$ cat src/rtl/ibs_pkg.sv
package ibs_pkg;
  typedef enum logic [1:0] {
    SH_HOLD  = 2'd0,
    SH_LOAD  = 2'd1,
    SH_SHIFT = 2'd2
  } sh_op_e;
endpackage

$ cat src/rtl/ibs_bit_counter.sv
module ibs_bit_counter #(
  parameter int DATA_W = 8,
  localparam int CW = (DATA_W > 1) ? $clog2(DATA_W) : 1
) (
  input  logic clk,
  input  logic rst_n,
  input  logic shift_en,
  input  logic si,
  output logic last_stb
);
  logic [CW-1:0] cnt_q, cnt_d;
  logic          cnt_en;

  assign last_stb = shift_en && (cnt_q == CW'(DATA_W - 1));

  always_comb begin
    cnt_en = shift_en;
    cnt_d  = last_stb ? '0 : cnt_q + 1'b1;
  end

  always_ff @(posedge clk or negedge rst_n) begin
    if (!rst_n)      cnt_q <= '0;
    else if (cnt_en) cnt_q <= cnt_d;
  end

  // each byte starts counting from zero while the flag is set
  p_cnt_idle_r8: assert property (@(posedge clk) disable iff (!rst_n)
    si |-> (cnt_q == '0));
endmodule

$ cat src/rtl/ibs_si_ctrl.sv
module ibs_si_ctrl (
  input  logic clk,
  input  logic rst_n,
  input  logic last_stb,
  input  logic si_clr,
  output logic si
);
  logic si_q, si_d, si_en;

  always_comb begin
    si_en = last_stb || (si_clr && si_q);
    si_d  = last_stb;
  end

  always_ff @(posedge clk or negedge rst_n) begin
    if (!rst_n)     si_q <= 1'b1;
    else if (si_en) si_q <= si_d;
  end

  assign si = si_q;

  p_si_set_r6: assert property (@(posedge clk) disable iff (!rst_n)
    last_stb |=> si);
  p_si_clr_r8: assert property (@(posedge clk) disable iff (!rst_n)
    (si && si_clr) |=> !si);
endmodule

$ cat src/rtl/ibs_shift_reg.sv
module ibs_shift_reg
  import ibs_pkg::*;
#(
  parameter int DATA_W = 8
) (
  input  logic              clk,
  input  logic              rst_n,
  input  sh_op_e            op,
  input  logic [DATA_W-1:0] wr_data,
  input  logic              sda_in,
  input  logic              last_stb,
  input  logic              si,
  output logic              sda_out,
  output logic [DATA_W-1:0] rd_data
);
  logic [DATA_W-1:0] sh_q, sh_d;
  logic [DATA_W-1:0] rd_q, rd_d;
  logic              sh_en, rd_en;
  logic [DATA_W-1:0] shifted;

  assign shifted = {sh_q[DATA_W-2:0], sda_in};

  always_comb begin
    sh_en = (op != SH_HOLD);
    sh_d  = (op == SH_LOAD) ? wr_data : shifted;
    rd_en = (op == SH_LOAD) || last_stb;
    rd_d  = (op == SH_LOAD) ? wr_data : shifted;
  end

  always_ff @(posedge clk or negedge rst_n) begin
    if (!rst_n)     sh_q <= '0;
    else if (sh_en) sh_q <= sh_d;
  end

  always_ff @(posedge clk or negedge rst_n) begin
    if (!rst_n)     rd_q <= '0;
    else if (rd_en) rd_q <= rd_d;
  end

  assign sda_out = sh_q[DATA_W-1];
  assign rd_data = rd_q;

  // nothing on the bus side moves the byte while the flag is set
  p_frozen_r7: assert property (@(posedge clk) disable iff (!rst_n)
    (si && (op != SH_LOAD)) |=> $stable(sh_q));
  // the next lower bit is presented after a strobe
  p_msb_first_r4: assert property (@(posedge clk) disable iff (!rst_n)
    (!si && op == SH_SHIFT) |=> (sda_out == $past(sh_q[DATA_W-2])));
  // read value held during shifting
  p_rd_hold_r9: assert property (@(posedge clk) disable iff (!rst_n)
    (!si && !last_stb) |=> $stable(rd_q));
  // no load is taken while shifting
  p_no_load_r3: assert property (@(posedge clk) disable iff (!rst_n)
    !si |-> (op != SH_LOAD));
endmodule

$ cat src/rtl/ibs_byte_shifter.sv
module ibs_byte_shifter
  import ibs_pkg::*;
#(
  parameter int DATA_W = 8
) (
  input  logic              clk,
  input  logic              rst_n,
  input  logic              wr_en,
  input  logic [DATA_W-1:0] wr_data,
  output logic [DATA_W-1:0] rd_data,
  input  logic              si_clr,
  output logic              si,
  input  logic              bit_stb,
  input  logic              sda_in,
  output logic              sda_out
);
  logic   shift_en;
  logic   last_stb;
  sh_op_e op;

  always_comb begin
    shift_en = bit_stb && !si;
    if (wr_en && si) op = SH_LOAD;
    else if (shift_en) op = SH_SHIFT;
    else op = SH_HOLD;
  end

  ibs_bit_counter #(.DATA_W(DATA_W)) u_cnt (
    .clk      (clk),
    .rst_n    (rst_n),
    .shift_en (shift_en),
    .si       (si),
    .last_stb (last_stb)
  );

  ibs_si_ctrl u_si (
    .clk      (clk),
    .rst_n    (rst_n),
    .last_stb (last_stb),
    .si_clr   (si_clr),
    .si       (si)
  );

  ibs_shift_reg #(.DATA_W(DATA_W)) u_sh (
    .clk      (clk),
    .rst_n    (rst_n),
    .op       (op),
    .wr_data  (wr_data),
    .sda_in   (sda_in),
    .last_stb (last_stb),
    .si       (si),
    .sda_out  (sda_out),
    .rd_data  (rd_data)
  );
endmodule

$ cat config.mk
export PLATFORM = sky130hd
export DESIGN_NAME = ibs_byte_shifter
export DESIGN_NICKNAME = d
export VERILOG_FILES = /design/src/rtl/ibs_pkg.sv /design/src/rtl/ibs_bit_counter.sv /design/src/rtl/ibs_si_ctrl.sv /design/src/rtl/ibs_shift_reg.sv /design/src/rtl/ibs_byte_shifter.sv
export SDC_FILE = /design/constraint.sdc
export NUM_CORES = 1
export LEC_CHECK = 0
export ABC_AREA = 1
export BUFFER_PORTS_ARGS = -buffer_cell sky130_fd_sc_hd__buf_4
export CAP_MARGIN = 20
export CELL_PAD_IN_SITES_DETAIL_PLACEMENT = 0
export CELL_PAD_IN_SITES_GLOBAL_PLACEMENT = 1
export CORE_MARGIN = 3
export CORE_UTILIZATION = 40
export DETAILED_ROUTE_END_ITERATION = 7
export GPL_TIMING_DRIVEN = 0
export PLACE_DENSITY_LB_ADDON = 0.1
export REMOVE_ABC_BUFFERS = 1
export SLEW_MARGIN = 10
export SYNTH_ARGS = -nofsm -noshare
export SYNTH_HDL_FRONTEND = slang
export SYNTH_SLANG_ARGS = --single-unit
$ cat constraint.sdc
create_clock -name clk -period 1.9 [get_ports clk]
set_input_delay 0.19 -clock clk [delete_from_list [all_inputs] [get_ports clk]]
set_output_delay 0.19 -clock clk [all_outputs]
set_load 0.005 [all_outputs]
==> metrics.txt <==
outcome=finished, final reports clean; maximum VDD drop=577 uV; initial antenna violation count=0; post-synth top area share=0.480; area grow syn2layout=22.3%; GRT Util Overall=0.140; Port Buffer Count=23; cell area after synthesis=990 um2; number of synthesized flops with an enable pin=0; # setup viols final=0; CTS Buffer Depth=2; routed wl met2=864 um; Final nets=160; Inserted Clock Buffers=3; vias in the first global route=746; placeable core area=2280 um2; DP HPWL=1450 um; crit path cell chain=nand2_4, nand2_1, nand2_1, nand2_1, nand2_1; ys async rst share=1.00; count leader, synth=nand2_1; largest family of logic cells by synthesized area=simple AND/OR/NAND/NOR gates; post-synthesis mux area share=0; RSZ-0062 raised after global routing=no; Hold Fails Final Rpt=0; Compound-Gate Fraction of Synth Area=0.0152; Worst Path Max Fanout=26; final worst slack=0.494 ns; fin crit period=1.41 ns; setup slack at placement=0.505 ns; standard-cell rows=17; CTS tree=yes; Synth top cells by count=nand2_1, nand3_1, dfrtp_1; drt total wl=2020 um; insertion delay to the later sink of the worst-skew pair=0.29 ns; P per Cell Area=1270 nW/um2; clock sink count=20; Ys Warns=0; die width=55.7 um; number of vias per cell=4.82; ANT cells=0; crit path DAT=1.60 ns; Fill cells=225; Max Fclk=0.711 GHz; Initial DRC Count=18; Post-Synthesis Cells=118; met3 routed WL=127 um; io pins=24; post-synthesis simple-gate area fraction=0.397; Avg Synthesized Cell Area=8.39 um2; max-cap violation count=0; Post-CTS Setup Bufs=0; DRC Markers=0; top area cells in the synthesized netlist=dfrtp_1, nand2_1, nand3_1, nand2_4, dfstp_2; Top FF cell, synth=dfrtp_1; sequential fraction of the synthesis area=0.507; Max Used Layer=met4; worst-margin pin slew=0.305 ns; adder-cell share of the synthesized area=0.0253; CP Launch Type=register; Pre-antenna DRT Iters=6; WL met1=1010 um; final worst-path cycle share=0.740; Die Y=55.7 um; die area=3110 um2; first-pass GRT wire length=3480 um; leakage=0.675 nW; initial core utilization=0.435; maximum number of pins on one net before global-route repair=27; Routed WL per cell=11.8 um; CP Class=register to register; CP max stage delay=0.73 ns; Crit. End Element=register; CTS Root Cell=clkbuf_4; Via Count=825; leading area contributor after synthesis=dfrtp_1; xor/xnor share of the synthesized area=0; final slew viol count=0; CP required=2.09 ns; GRT overflow=0; Hold WC Path Type=input pin to register; flops & latches, synth=20; CTS resizes=0; DRT antenna net count=0; fraction of layout instances using a drive strength above 1=0.245; final setup TNS=0 ns; relative slew slack=0.796; Reg clk slew, reported paths=0.11 ns; CTS Hold Buffers Added=1; Netlist cell types=14; most used cell, CP=nand2_1; CTS H-tree depth=1; Placer Congestion=0.720; Layout Skew=0.00420 ns; CP max-delay cell=dfstp_2
## routing by layer
| metal | global-route usage | vias up |
|---|---|---|
| li1 | - | 436 |
| met1 | 0.204 | 360 |
| met2 | 0.201 | 27 |
| met3 | 0.0325 | 2 |
| met4 | 0.0521 | 0 |
| met5 | 0 | - |
## sequential cells by signal, summed over array words and instances (netlist names)
register,count
u_si.si,1
u_sh.rd_data,8
u_sh.sh_q,8
u_cnt.cnt_q,3
## layout make-up
type | count | area (um2) | share of cell area
clock buffer | 4 | 26.3 | 0.0217
inverter | 5 | 21.3 | 0.0176
multi-input combinational | 89 | 433 | 0.358
sequential | 20 | 502 | 0.415
tap | 28 | 35.0 | 0.0290
timing repair buffer | 25 | 193 | 0.159
## cells in the final DEF, fill, tap and decap left out
| cell type | instances |
|---|---|
| clkbuf_1 | 1 |
| inv_1 | 3 |
| ha_1 | 2 |
| dlygate4sd3_1 | 2 |
| nand3_4 | 1 |
| clkbuf_4 | 3 |
| nand3_1 | 25 |
| inv_4 | 1 |
| inv_2 | 1 |
| buf_4 | 23 |
| nand2_4 | 4 |
| dfstp_2 | 1 |
| dfrtp_1 | 19 |
| o21ai_1 | 3 |
| nand2_1 | 53 |
| nor2_2 | 1 |
## stage by stage
step	cells	instance area [um2]	hold slack [ns]	util	power (mW)
floorplan	114	956	-0.106	-	1.10
global placement	165	1160	0.0833	0.511	1.33
detailed placement	165	1160	0.0845	0.511	1.35
CTS	170	1200	0.00496	0.527	1.56
global route	171	1210	0.234	0.532	1.69
finish	171	1210	0.243	0.532	1.54
## worst max-delay path, delay by kind of cell (launching register included)
kind / cells / cell delay, ns
DFF: 1 / 0.73
and+or+nand+nor: 5 / 0.57
## report_power, final
part / internal (mW) / switching [mW] / leakage [nW]
sequential: 0.597 / 0.115 / 0.253
combinational: 0.282 / 0.335 / 0.407
clock: 0.0816 / 0.126 / 0.0150
## cells by family (layout without fill, tap and decap cells)
kind of cell	after synthesis	count (layout)
compound gates	3	3
buf+inv	9	34
flops	20	20
fa+ha+maj	2	2
simple gates	84	84
## path summary, 6_finish.rpt
path                                            startpoint                     endpoint  slack [ns]  depth (start not counted)
worst max-delay path                   u_si.si$_DFFE_PN1P_     u_sh.sh_q[0]$_DFFE_PN0P_        0.49                          5
worst min-delay path                            wr_data[5]     u_sh.sh_q[5]$_DFFE_PN0P_        0.24                          5
worst max register to register         u_si.si$_DFFE_PN1P_     u_sh.sh_q[0]$_DFFE_PN0P_        0.49                          5
worst min register to register  u_cnt.cnt_q[1]$_DFFE_PN0P_   u_cnt.cnt_q[1]$_DFFE_PN0P_        0.50                          2
max in group asynchronous                            rst_n          u_si.si$_DFFE_PN1P_        1.33                          2
min in group asynchronous                            rst_n  u_sh.rd_data[1]$_DFFE_PN0P_        0.30                          2
Note: power is estimated with default switching activity, not from simulation.
